File: src/rtl/sadc_pkg.sv
package sadc_pkg;
  typedef enum logic {
    PWR_DOWN = 1'b0,
    PWR_UP   = 1'b1
  } pwr_e;
endpackage

File: src/rtl/sadc_edge_sync.sv
module sadc_edge_sync #(
  parameter int unsigned N = 2,
  parameter logic [N-1:0] RST_VAL = '1
) (
  input  logic         clk_i,
  input  logic         rst_ni,
  input  logic [N-1:0] d_i,
  output logic [N-1:0] rise_o,
  output logic [N-1:0] fall_o
);
  logic [N-1:0] meta_q, sync_q, prev_q;

  always_ff @(posedge clk_i or negedge rst_ni) begin
    if (!rst_ni) begin
      meta_q <= RST_VAL;
      sync_q <= RST_VAL;
      prev_q <= RST_VAL;
    end else begin
      meta_q <= d_i;
      sync_q <= meta_q;
      prev_q <= sync_q;
    end
  end

  for (genvar i = 0; i < N; i++) begin : g_edge
    assign rise_o[i] = sync_q[i] & ~prev_q[i];
    assign fall_o[i] = ~sync_q[i] & prev_q[i];
  end
endmodule

File: src/rtl/sadc_frame_cnt.sv
module sadc_frame_cnt #(
  parameter int unsigned WORD_W     = 16,
  parameter int unsigned TRACK_RISE = 13,
  localparam int unsigned CNT_W     = $clog2(WORD_W + 1)
) (
  input  logic             clk_i,
  input  logic             rst_ni,
  input  logic             cs_fall_i,
  input  logic             cs_rise_i,
  input  logic             sclk_fall_i,
  input  logic             sclk_rise_i,
  output logic             in_frame_o,
  output logic [CNT_W-1:0] fall_cnt_o,
  output logic             hold_o
);
  logic [CNT_W-1:0] rise_cnt_q;

  always_ff @(posedge clk_i or negedge rst_ni) begin
    if (!rst_ni) begin
      in_frame_o <= 1'b0;
      fall_cnt_o <= '0;
      rise_cnt_q <= '0;
      hold_o     <= 1'b0;
    end else if (cs_fall_i) begin
      in_frame_o <= 1'b1;
      fall_cnt_o <= '0;
      rise_cnt_q <= '0;
      hold_o     <= 1'b1;
    end else if (cs_rise_i) begin
      in_frame_o <= 1'b0;
      hold_o     <= 1'b0;
    end else if (in_frame_o) begin
      if (sclk_fall_i && fall_cnt_o != CNT_W'(WORD_W))
        fall_cnt_o <= fall_cnt_o + 1'b1;
      if (sclk_rise_i && rise_cnt_q != CNT_W'(TRACK_RISE))
        rise_cnt_q <= rise_cnt_q + 1'b1;
      if (sclk_rise_i && rise_cnt_q == CNT_W'(TRACK_RISE - 1))
        hold_o <= 1'b0;
    end
  end
endmodule

File: src/rtl/sadc_shift_out.sv
module sadc_shift_out #(
  parameter int unsigned CODE_W    = 8,
  parameter int unsigned PAD_LEAD  = 4,
  parameter int unsigned PAD_TRAIL = 4,
  localparam int unsigned WORD_W   = PAD_LEAD + CODE_W + PAD_TRAIL,
  localparam int unsigned CNT_W    = $clog2(WORD_W + 1)
) (
  input  logic              clk_i,
  input  logic              rst_ni,
  input  logic              cs_fall_i,
  input  logic              cs_rise_i,
  input  logic              sclk_fall_i,
  input  logic              in_frame_i,
  input  logic [CNT_W-1:0]  fall_cnt_i,
  input  logic [CODE_W-1:0] code_i,
  output logic              sdo_o,
  output logic              oe_o
);
  logic [WORD_W-1:0] sreg_q;

  always_ff @(posedge clk_i or negedge rst_ni) begin
    if (!rst_ni) begin
      sreg_q <= '0;
      oe_o   <= 1'b0;
    end else if (cs_fall_i) begin
      sreg_q <= {{PAD_LEAD{1'b0}}, code_i, {PAD_TRAIL{1'b0}}};
      oe_o   <= 1'b1;
    end else if (cs_rise_i) begin
      oe_o <= 1'b0;
    end else if (in_frame_i && sclk_fall_i) begin
      sreg_q <= {sreg_q[WORD_W-2:0], 1'b0};
      if (fall_cnt_i == CNT_W'(WORD_W - 1))
        oe_o <= 1'b0;
    end
  end

  assign sdo_o = oe_o & sreg_q[WORD_W-1];
endmodule

File: src/rtl/sadc_mode_ctl.sv
module sadc_mode_ctl #(
  parameter int unsigned WORD_W      = 16,
  parameter int unsigned GUARD_FALLS = 2,
  parameter int unsigned SLEEP_LAST  = 10,
  localparam int unsigned CNT_W      = $clog2(WORD_W + 1)
) (
  input  logic             clk_i,
  input  logic             rst_ni,
  input  logic             cs_fall_i,
  input  logic             cs_rise_i,
  input  logic             sclk_fall_i,
  input  logic             in_frame_i,
  input  logic [CNT_W-1:0] fall_cnt_i,
  output logic             awake_o,
  output logic             valid_o
);
  import sadc_pkg::*;
  pwr_e pwr_q;
  logic dummy_q;

  always_ff @(posedge clk_i or negedge rst_ni) begin
    if (!rst_ni) begin
      pwr_q   <= PWR_DOWN;
      dummy_q <= 1'b1;
      valid_o <= 1'b0;
    end else if (cs_fall_i) begin
      dummy_q <= (pwr_q == PWR_DOWN);
      valid_o <= 1'b0;
    end else if (cs_rise_i && in_frame_i) begin
      // window rule only applies to frames that started powered
      if (!dummy_q && fall_cnt_i >= CNT_W'(GUARD_FALLS) &&
          fall_cnt_i <= CNT_W'(SLEEP_LAST))
        pwr_q <= PWR_DOWN;
    end else if (sclk_fall_i && in_frame_i) begin
      if (dummy_q && fall_cnt_i == CNT_W'(SLEEP_LAST - 1))
        pwr_q <= PWR_UP;
      if (!dummy_q && fall_cnt_i == CNT_W'(WORD_W - 1))
        valid_o <= 1'b1;
    end
  end

  assign awake_o = (pwr_q == PWR_UP);
endmodule

File: src/rtl/sadc_frame_ctrl.sv
module sadc_frame_ctrl #(
  parameter int unsigned CODE_W      = 8,
  parameter int unsigned PAD_LEAD    = 4,
  parameter int unsigned PAD_TRAIL   = 4,
  parameter int unsigned TRACK_RISE  = 13,
  parameter int unsigned GUARD_FALLS = 2,
  parameter int unsigned SLEEP_LAST  = 10
) (
  input  logic              clk_i,
  input  logic              rst_ni,
  input  logic              cs_ni,
  input  logic              sclk_i,
  input  logic [CODE_W-1:0] code_i,
  output logic              sdo_o,
  output logic              sdo_oe_o,
  output logic              hold_o,
  output logic              awake_o,
  output logic              valid_o
);
  localparam int unsigned WORD_W = PAD_LEAD + CODE_W + PAD_TRAIL;
  localparam int unsigned CNT_W  = $clog2(WORD_W + 1);

  logic [1:0] rise_w, fall_w;
  logic cs_fall, cs_rise, sclk_fall, sclk_rise, in_frame;
  logic [CNT_W-1:0] fall_cnt;

  // bit 1 = chip select, bit 0 = serial clock; both idle high
  sadc_edge_sync #(.N(2), .RST_VAL(2'b11)) u_sync (
    .clk_i(clk_i), .rst_ni(rst_ni), .d_i({cs_ni, sclk_i}),
    .rise_o(rise_w), .fall_o(fall_w)
  );
  assign cs_fall   = fall_w[1];
  assign cs_rise   = rise_w[1];
  assign sclk_fall = fall_w[0];
  assign sclk_rise = rise_w[0];

  sadc_frame_cnt #(.WORD_W(WORD_W), .TRACK_RISE(TRACK_RISE)) u_cnt (
    .clk_i(clk_i), .rst_ni(rst_ni), .cs_fall_i(cs_fall), .cs_rise_i(cs_rise),
    .sclk_fall_i(sclk_fall), .sclk_rise_i(sclk_rise),
    .in_frame_o(in_frame), .fall_cnt_o(fall_cnt), .hold_o(hold_o)
  );

  sadc_shift_out #(.CODE_W(CODE_W), .PAD_LEAD(PAD_LEAD), .PAD_TRAIL(PAD_TRAIL)) u_shift (
    .clk_i(clk_i), .rst_ni(rst_ni), .cs_fall_i(cs_fall), .cs_rise_i(cs_rise),
    .sclk_fall_i(sclk_fall), .in_frame_i(in_frame), .fall_cnt_i(fall_cnt),
    .code_i(code_i), .sdo_o(sdo_o), .oe_o(sdo_oe_o)
  );

  sadc_mode_ctl #(.WORD_W(WORD_W), .GUARD_FALLS(GUARD_FALLS), .SLEEP_LAST(SLEEP_LAST)) u_mode (
    .clk_i(clk_i), .rst_ni(rst_ni), .cs_fall_i(cs_fall), .cs_rise_i(cs_rise),
    .sclk_fall_i(sclk_fall), .in_frame_i(in_frame), .fall_cnt_i(fall_cnt),
    .awake_o(awake_o), .valid_o(valid_o)
  );
endmodule

File: config.mk
export PLATFORM = sky130hd
export DESIGN_NAME = sadc_frame_ctrl
export DESIGN_NICKNAME = d
export VERILOG_FILES = /design/src/rtl/sadc_pkg.sv /design/src/rtl/sadc_edge_sync.sv /design/src/rtl/sadc_frame_cnt.sv /design/src/rtl/sadc_shift_out.sv /design/src/rtl/sadc_mode_ctl.sv /design/src/rtl/sadc_frame_ctrl.sv
export SDC_FILE = /design/constraint.sdc
export NUM_CORES = 1
export LEC_CHECK = 0
export BUFFER_PORTS_ARGS = -buffer_cell sky130_fd_sc_hd__buf_2
export CORE_ASPECT_RATIO = 1.4
export CORE_MARGIN = 4
export CORE_UTILIZATION = 43
export DETAILED_ROUTE_END_ITERATION = 10
export MAX_ROUTING_LAYER = met4
export PLACE_DENSITY = 0.7
export SLEW_MARGIN = 20
export SYNTH_ARGS = -nofsm -noshare
export SYNTH_HDL_FRONTEND = slang
export SYNTH_SLANG_ARGS = --single-unit
export TNS_END_PERCENT = 20
File: constraint.sdc
create_clock -name clk_i -period 3.2 [get_ports clk_i]
set_input_delay 0.16 -clock clk_i [delete_from_list [all_inputs] [get_ports clk_i]]
set_output_delay 0.16 -clock clk_i [all_outputs]
set_load 0.01 [all_outputs]
==> results.md, run 1 <==
- Status: finished clean
- Die area: between 5000 and 6000 µm²
- Main synth FF type: dfrtp_1
- Area occupied by multi-input gates: 886 µm²
- CTS tree: yes
- Nets@finish: between 200 and 250
- Clock transition at the registers of the reported paths: 80 ps
- Diodes inserted: 0
- Cell Rows: 27
- Most frequent cells in the layout: dfrtp_1 (27), buf_2 (16), inv_1 (12)
- Initial DRC Count: 36
- Vias in the first global route: 1,432
- Max-cap violations: 0
- Mapped Area: 1840 µm²
- Count of final hold-check violations: 0
- Fill count: ~360
- Drc violations: 0
- Post-cts hold buffer count: 3
- Post-CTS Setup Inserts: 0
- GRT Resource Usage Total: 15.5%
- Vias/cell: 5.85
- Synth Net Count: ~190
- P&R area growth vs syn: 14.4%
- Post-Synthesis Cells: 164
- Hpwl dp: 2580 µm
- RSZ-0062 raised after global routing: no
- Largest net degree at the start of global routing: 35
- FMAX: 448 MHz
- Post_cts resized: 0
- Die Y-Extent: 85.4 µm
- Global-route wire length before repair: 6400 µm
- Final instance area: 2100 µm²
- Drt wl/cell: 16.2 µm
- Dpl cell area: 1940 µm²
- Flops & latches, synth: 34
- Antenna violations before repair: 0
- Crit. End Element: register
- Syn Area/Cell: 11.2 µm²
- Post-Place Cells: 216
- Static Leak: 0.967 nW
- Worst rel slew slack: 45.5%
- Detailed Routing Iterations Pass 1: 4
- Reg area: 860 µm²
- Cell area power density: 654 nW/µm²
- Hold Path Class: in2reg
- Commonest non-fill, non-tap cell in the layout: dfrtp_1
- Syn. warnings: 0
- Die width: roughly 63 µm
- Final worst path period need: 2230 ps
- EDFF count, synth: 0
- Pwr Total: 1.38 mW
- Data arrival, critical path: 2410 ps
- Routed WL: 3680 µm
- Clock Latency Late Sink: 300 ps
- Worst Max-Slew Pin Slew: 817 ps
- Core ar.: about 4000 µm²
- Seq/Total Area, Yosys: 46.7%
- Max-slew violation count: 0
- Final setup fails: 0
- I/O Buffers: 16
- Number of library cell types mapped by synthesis: 45
- CTS root buffer: clkbuf_8
- Max clock buf depth: 2
- Total gr overflow: 0
- Routability-driven placement congestion ratio: 0.758
- Synth async-reset ratio: 100%
- CP required: 3380 ps
- Starting Density: 45.8%
- H-tree lvl count: 2
- CP max FO: 18
- IO Pins: 17
- Worst IR drop on VDD: roughly 0.43 mV
- Worst Clk Skew: 9.29 ps
- Sink Count: 34
- Part of the cycle the worst path needs: 69.7%
- Post-route ant nets: 0
- Setup TNS: 0 ps
- Final cell count without fillers: 227
- Layout cells sized above 1: between 20 and 30%
- Vias after detailed routing: 1,328
- Startpoint Class: register
- Crit path kind: reg2reg
- Cts bufs inserted: 5
==> stage by stage <==
| stage | utilization, % | hold WS [ps] | worst slack (ps) |
|---|---|---|---|
| CTS | 52.3 | 124 | 943 |
| detailed placement | 48.1 | 266 | 961 |
| finish | 52.3 | 126 | 969 |
| floorplan | - | -136 | 1550 |
| global route | 52.3 | 141 | 833 |
| global placement | 48.1 | 264 | 1030 |
==> path summary, 6_finish.rpt <==
check | from | endpoint | slack, ps | cells past startpoint
worst max-delay path | u_sync.prev_q[1]$_DFF_PN1_ | u_shift.sreg_q[8]$_DFFE_PN0P_ | 970 | 4
min in group asynchronous | rst_ni | u_cnt.rise_cnt_q[4]$_DFFE_PN0P_ | 470 | 2
worst max register to register | u_sync.prev_q[1]$_DFF_PN1_ | u_shift.sreg_q[8]$_DFFE_PN0P_ | 970 | 4
max in group asynchronous | rst_ni | u_shift.sreg_q[7]$_DFFE_PN0P_ | 2260 | 2
worst min-delay path | code_i[0] | u_shift.sreg_q[4]$_DFFE_PN0P_ | 130 | 3
worst min register to register | u_sync.meta_q[0]$_DFF_PN1_ | u_sync.sync_q[0]$_DFF_PN1_ | 360 | 0
==> power breakdown <==
group / total, mW / leakage (nW) / internal (mW) / switching, mW
Sequential: 0.602 / 0.425 / 0.525 / 0.0770
Combinational: 0.290 / 0.473 / 0.169 / 0.121
Clock: 0.484 / 0.0683 / 0.312 / 0.172
Total: 1.38 / 0.967 / 1.01 / 0.370
==> synth_stat cells (2+ instances only) <==
cell / instances / area share [%]
dfrtp_1: 27 / 37
inv_1: 12 / 2.4
ha_1: 11 / 7.5
mux2_2: 9 / 5.5
mux2_4: 8 / 6.5
nand2_1: 8 / 1.6
dfstp_2: 7 / 10
buf_2: 6 / 1.6
nand4_1: 6 / 2.0
nor3_1: 6 / 1.6
nand3_1: 5 / 1.4
nor2_1: 5 / 1.0
o211ai_1: 5 / 2.0
nor2b_1: 4 / 1.4
o21ai_0: 4 / 1.1
a21oi_1: 3 / 0.82
a31oi_1: 3 / 1.0
a21o_1: 2 / 0.82
and3_1: 2 / 0.68
and3b_2: 2 / 1.1
nand2b_1: 2 / 0.68
nand3b_1: 2 / 0.82
nand4b_1: 2 / 0.95
o311ai_0: 2 / 0.95
==> kinds of logic after synthesis <==
group | after synthesis | share of synthesized area (%)
muxes | 17 | 12.0
DFF | 34 | 46.7
AOI/OAI and AO/OA | 30 | 11.8
and+or+nand+nor | 51 | 16.8
buffers and inverters | 21 | 5.10
adders and majority gates | 11 | 7.48
==> final cells by class <==
| type | instances | share of cell area, % |
|---|---|---|
| Clock buffer | 5 | 3.27 |
| Clock inverter | 3 | 3.27 |
| Inverter | 13 | 2.32 |
| Multi-Input combinational cell | 109 | 42.1 |
| Sequential cell | 34 | 40.9 |
| Tap cell | 43 | 2.56 |
| Timing Repair Buffer | 20 | 5.59 |
==> registers in the layout (all words and copies together), names as in the netlist <==
signal / cells
u_cnt.fall_cnt_o: 5
u_cnt.hold_o: 1
u_cnt.in_frame_o: 1
u_cnt.rise_cnt_q: 5
u_mode.awake_o: 1
u_mode.dummy_q: 1
u_mode.valid_o: 1
u_shift.oe_o: 1
u_shift.sreg_q: 12
u_sync.meta_q: 2
u_sync.prev_q: 2
u_sync.sync_q: 2
==> worst max-delay path, cell delays in order, from the launching register on <==
cell and delay (ps):
dfstp_2 540, inv_1 60, ha_1 410, a21oi_2 700, mux2_2 410
==> metal layers <==
layer	track usage (%)	vias to the layer above	share of wire [%]
met4	8.25	0	3.5
met3	4.24	11	3.9
met5	-	-	0
met2	27.1	29	52
li1	-	636	-
met1	15.6	652	41
No activity file was read; power rests on OpenSTA's default activity.
==> run 2, diff against run 1 <==
--- a/config.mk
+++ b/config.mk
@@ -11,7 +11,7 @@
 export CORE_UTILIZATION = 43
 export DETAILED_ROUTE_END_ITERATION = 10
 export MAX_ROUTING_LAYER = met4
-export PLACE_DENSITY = 0.7
+export PLACE_DENSITY = 0.72
 export SLEW_MARGIN = 20
 export SYNTH_ARGS = -nofsm -noshare
 export SYNTH_HDL_FRONTEND = slang
==> constraint.sdc (replaced) <==
create_clock -name clk_i -period 2 [get_ports clk_i]
set_input_delay 0.1 -clock clk_i [delete_from_list [all_inputs] [get_ports clk_i]]
set_output_delay 0.1 -clock clk_i [all_outputs]
set_load 0.01 [all_outputs]
==> results.md, run 2 (synthesis results as in run 1) <==
- Drc violations: 0
- FMAX: between 500 and 600 MHz
- Power share of the sequential group: between 40% and 50%
- Dpl cell area: around 2000 µm²
- Vias after detailed routing: 1,335
- Part of the cycle the worst path needs: between 80% and 90%
- Post_cts resized: 0
- Internal power: 1.39 mW
- Diodes inserted: 0
- Final worst path period need: ~1800 ps
- Worst hold stages: 3
- Vias/cell: 5.78
- Reg2reg setup slack: between 200 and 250 ps
- IO Pins: 17
- NetSw: about 570 µW
- I/O Buffers: 16
- Clock power frac: 26.9%
- Final instance area: 2090 µm²
- Clock transition at the registers of the reported paths: roughly 70 ps
- CP required: 2170 ps
- CTS root buffer: clkbuf_8
- Sink Count: 34
- Crit. End Element: register
- Die area: 5400 µm²
- Routability-driven placement congestion ratio: 0.797
- Largest net degree at the start of global routing: 35
- Switching Share: 29.1%
- Startpoint Class: register
- Biggest register: u_shift.sreg_q
- CP max FO: 23
- Global-route wire length before repair: 6350 µm
- Routed WL: 3770 µm
- Worst IR drop on VDD: 0.586 mV
- Initial DRC Count: 28
- Most frequent cells in the layout: dfrtp_1 (27), buf_2 (16), inv_1 (12)
- Count of final hold-check violations: 0
- Worst Clk Skew: 8.41 ps
- Die Y-Extent: 85.4 µm
- Total gr overflow: 0
- Max-slew violation count: 0
- Detailed Routing Iterations Pass 1: 4
- Worst Max-Slew Pin Slew: 761 ps
- Max clock buf depth: 2
- Vias in the first global route: 1,350
- Hold Path Class: in2reg
- Combinational Power Share: 23.6%
- Setup TNS: 0 ps
- Commonest non-fill, non-tap cell in the layout: dfrtp_1
- Cts bufs inserted: 5
- Post-CTS Setup Inserts: 0
- Worst rel slew slack: 49.2%
- P&R area growth vs syn: 13.5%
- Post-route ant nets: 0
- Hpwl dp: 2660 µm
- Cell Rows: 27
- Drt wl/cell: 16.3 µm
- Nets@finish: 210
- R2R Path Start: u_sync.prev_q[1]$_DFF_PN1_
- CTS tree: yes
- Layout cells sized above 1: a little under a third
- Data arrival, critical path: 1950 ps
- H-tree lvl count: 2
- Max-cap violations: 0
- RSZ-0062 raised after global routing: no
- Static Leak: 0.968 nW
- Cell area power density: 940 nW/µm²
- Starting Density: 45.8%
- Crit path kind: reg2reg
- GRT Resource Usage Total: 15.7%
- Final setup fails: 0
- Core ar.: 4020 µm²
- Hold Startpoint: code_i[0]
- FF-to-FF End: u_shift.sreg_q[8]$_DFFE_PN0P_
- Status: finished clean
- Biggest regs: u_shift.sreg_q: 12 flops, u_cnt.fall_cnt_o: 5 flops, u_cnt.rise_cnt_q: 5 flops
- Post-cts hold buffer count: 3
- Die width: approximately 63 µm
- Hold EP: u_shift.sreg_q[4]$_DFFE_PN0P_
- Worst Reg-to-Reg Cells: 4
- Max reg flops: 12
- Antenna violations before repair: 0
- Clock Latency Late Sink: 290 ps
==> run 2: worst max-delay path by stage <==
stage	startpoint	end	slack, ps	depth (start not counted)
finish	u_sync.prev_q[1]$_DFF_PN1_	u_shift.sreg_q[8]$_DFFE_PN0P_	220	4
global route	u_sync.sync_q[1]$_DFF_PN1_	u_cnt.fall_cnt_o[0]$_DFFE_PN0P_	120	6
CTS	u_sync.prev_q[1]$_DFF_PN1_	u_shift.sreg_q[8]$_DFFE_PN0P_	210	4
detailed placement	u_sync.prev_q[1]$_DFF_PN1_	u_shift.sreg_q[6]$_DFFE_PN0P_	220	4
global placement	u_cnt.fall_cnt_o[1]$_DFFE_PN0P_	u_shift.oe_o$_DFFE_PN0P_	280	5
floorplan	u_sync.prev_q[1]$_DFF_PN1_	u_shift.sreg_q[10]$_DFFE_PN0P_	350	4
==> run 2: power by group through the flow <==
stage | combinational (mW) | clock (mW) | sequential [mW]
CTS | 0.468 | 0.539 | 0.969
floorplan | 0.369 | 0 | 0.936
finish | 0.463 | 0.528 | 0.970
detailed placement | 0.462 | 0 | 0.974
global route | 0.519 | 0.575 | 0.989
global placement | 0.442 | 0 | 0.967
==> run 2: per-layer routing <==
layer,GRT usage (%),wire [µm],vias to the layer above
met5,-,0,-
met3,3.31,139,8
li1,-,-,643
met1,16.7,1580,651
met4,7.47,70,0
met2,27.5,1990,33
==> run 2: through the flow <==
| step | total power [mW] | hold WS [ps] | cells | utilization (%) | setup slack (ps) |
|---|---|---|---|---|---|
| global route | 2.08 | 100 | 231 | 51.9 | 118 |
| global placement | 1.41 | 205 | 220 | 48.9 | 275 |
| CTS | 1.98 | 73.9 | 231 | 51.9 | 214 |
| floorplan | 1.31 | -196 | 164 | - | 348 |
| finish | 1.96 | 81.2 | 231 | 51.9 | 220 |
| detailed placement | 1.44 | 209 | 220 | 48.9 | 224 |
==> run 2: cell type report <==
type	count	area (µm²)
Multi-Input combinational cell	109	886
Tap cell	43	53.8
Fill cell	348	1930
Timing Repair Buffer	24	148
Clock inverter	1	5.00
Sequential cell	34	860
Clock buffer	7	86.3
Inverter	13	48.8
==> run 2: worst max-delay path: stages, from the launching register on <==
cell and delay [ps]:
dfstp_2 530, ha_1 210, buf_4 290, mux2_2 370, mux2_2 260
==> run 3, diff against run 2 <==
--- a/config.mk
+++ b/config.mk
@@ -15,5 +15,6 @@
 export SLEW_MARGIN = 20
 export SYNTH_ARGS = -nofsm -noshare
 export SYNTH_HDL_FRONTEND = slang
+export SYNTH_HIERARCHICAL = 1
 export SYNTH_SLANG_ARGS = --single-unit
 export TNS_END_PERCENT = 20
==> results.md, run 3 <==
- EDFF count, synth: 0
- Hpwl dp: 2140 µm
- Internal power: between 1 and 1.5 mW
- Post_cts resized: 0
- Die area: slightly above 5000 µm²
- Diodes inserted: 0
- Area leader, netlist: dfrtp_1
- Post-Place Cells: 223
- Core ar.: 3920 µm²
- Worst rel slew slack: between 40% and 50%
- Main synth FF type: dfrtp_1
- Pre-CTS setup slack: 275 ps
- Cts bufs inserted: 5
- Largest net degree at the start of global routing: 35
- Critical path's top delay family: simple AND/OR/NAND/NOR gates
- RSZ-0062 raised after global routing: no
- Startpoint Class: register
- GRT Resource Usage Total: 15.5%
- Most frequent cell after synthesis: dfrtp_1
- Data arrival, critical path: 1960 ps
- Mapped Area: 1750 µm²
- Cell Rows: 27
- Max stage delay on crit path: 520 ps
- Syn Area/Cell: around 10 µm²
- Combinational Power Share: between 10% and 20%
- Biggest regs: u_shift/sreg_q: 12 flops, u_cnt/fall_cnt_o: 5 flops, u_cnt/rise_cnt_q: 5 flops
- Clock Latency Late Sink: 290 ps
- Die width: 61.8 µm
- Crit path kind: reg2reg
- Post-Synthesis Cells: about 170
- Worst IR drop on VDD: 0.485 mV
- Cell area power density: 853 nW/µm²
- Number of buffers and inverters on the critical path: 0
- Final setup fails: 0
- Synth async-reset ratio: between 90% and 100%
- Synth area leaders: dfrtp_1 (39%), dfstp_2 (11%), a21oi_2 (6.0%)
- Final core utilization: 51.7%
- CTS tree: yes
- Crit-path slowest cell: dfstp_2
- Biggest register: u_shift/sreg_q
- Post-route ant nets: 0
- Drt wl/cell: 14.0 µm
- Final worst path period need: approximately 1800 ps
- Fill count: 367
- I/O Buffers: 16
- Seq/Total Area, Yosys: roughly half
- Crit. End Element: register
- Syn. warnings: 6
- NetSw: 405 µW
- Switching Share: 23.4%
- Routed WL: 3270 µm
- H-tree lvl count: 2
- Nets@finish: 207
- Detailed Routing Iterations Pass 1: 4
- Synth Net Count: 184
- Power share of the sequential group: between 40% and 50%
- Worst Max-Slew Pin Slew: 751 ps
- Number of library cell types mapped by synthesis: 41
- Count of final hold-check violations: 0
- Antenna violations before repair: 0
- CP cell instances: and2b_2 -> nand3b_1 -> or4_1 -> a21oi_1
- CP max FO: 11
- Commonest non-fill, non-tap cell in the layout: dfrtp_1
- Total gr overflow: 0
- FMAX: about 570 MHz
- Max-slew violation count: 0
- Post-route setup slack: between 200 and 250 ps
- Drc violations: 0
- Sink Count: 34
- P&R area growth vs syn: 16.1%
- Status: finished clean
- Synth cell count leaders: dfrtp_1 (27), nand2_1 (19), a21oi_1 (15), a21oi_2 (12)
- Final hold slack: 21.3 ps
- Worst Clk Skew: 4.81 ps
- Vias/cell: between 5 and 6
- Vias in the first global route: between 1,000 and 1,500
- Max reg flops: 12
- Starting Density: 44.5%
- Routability-driven placement congestion ratio: 0.838
- Max clock buf depth: 2
- Setup TNS: 0 ps
- Part of the cycle the worst path needs: 87.6%
- Initial DRC Count: 36
- IO Pins: 17
- Clock transition at the registers of the reported paths: 70 ps
- Clock power frac: 44.0%
- Max-cap violations: 0
- CP required: 2210 ps
- Vias after detailed routing: 1,304
- Most frequent cells in the layout: dfrtp_1 (27), nand2_1 (19), buf_2 (16)
- Die Y-Extent: 83.4 µm
- Global-route wire length before repair: 5800 µm
- CTS root buffer: clkbuf_8
- Hold Path Class: in2reg
- Final cell count without fillers: 234
- Static Leak: 0.893 nW
- Flops & latches, synth: 34
- Synth top area share: 38.7%
- Layout cells sized above 1: 29.8%
==> run 3: cell families after synthesis <==
logic type / after synthesis / share of synthesized area, %
simple gates: 67 / 24.7
compound gates: 44 / 16.6
flops: 34 / 49.2
buf+inv: 14 / 3.94
fa+ha+maj: 5 / 3.58
mux: 3 / 1.86
==> run 3: repair_timing <==
action / CTS / global route
endpoints found under the setup margin: 0 / 0
endpoints found under the hold margin: 29 / 0
hold buffers: 3 / 0
buffers inserted: 0 / 0
==> run 3: metrics by stage <==
step                      power (mW)  area [µm²]
after floorplan                0.920        1750
after global placement         0.974        1860
after detailed placement       0.980        1860
after CTS                       1.75        2030
after global routing            1.81        2030
final                           1.73        2030
==> run 3: power by group through the flow <==
stage | Combinational, mW | Sequential [mW] | Clock, mW
6_report | 0.178 | 0.791 | 0.761
5_1_grt | 0.204 | 0.800 | 0.810
4_1_cts | 0.181 | 0.792 | 0.780
3_5_place_dp | 0.175 | 0.805 | 0
3_3_place_gp | 0.171 | 0.803 | 0
2_1_floorplan | 0.125 | 0.795 | 0
==> run 3: worst reg2reg max path: stages, from the launching register on <==
cell and delay (ps):
dfstp_2 520, and2b_2 270, nand3b_1 220, or4_1 490, a21oi_1 160
==> run 3: final cells by class <==
class	instances	area (µm²)	share of cell area, %
Clock inverter	3	68.8	3.40
Multi-Input combinational cell	119	817	40.3
Timing Repair Buffer	21	125	6.17
Clock buffer	5	68.8	3.40
Tap cell	43	53.8	2.65
Sequential cell	34	860	42.4
Inverter	9	33.8	1.67
==> run 3: final timing paths <==
check                                           start                              end  slack (ps)  cells past startpoint
max                        u_sync/prev_q[1]$_DFF_PN1_  u_cnt/fall_cnt_o[2]$_DFFE_PN0P_         250                      4
min                                         code_i[0]    u_shift/sreg_q[4]$_DFFE_PN0P_          20                      3
max reg2reg                u_sync/prev_q[1]$_DFF_PN1_  u_cnt/fall_cnt_o[2]$_DFFE_PN0P_         250                      4
min reg2reg                u_sync/meta_q[0]$_DFF_PN1_       u_sync/sync_q[0]$_DFF_PN1_         360                      0
max in group asynchronous                      rst_ni   u_shift/sreg_q[12]$_DFFE_PN0P_        1110                      2
min in group asynchronous                      rst_ni    u_shift/sreg_q[5]$_DFFE_PN0P_         400                      2
==> run 3: layer usage <==
metal  GRT usage [%]  vias to the layer above  routed length [µm]
met5               -                        -                   0
met4            9.07                        0                 111
met1            18.1                      626                1410
li1                -                      632                   -
met2            22.6                       35                1590
met3            4.82                       11                 156
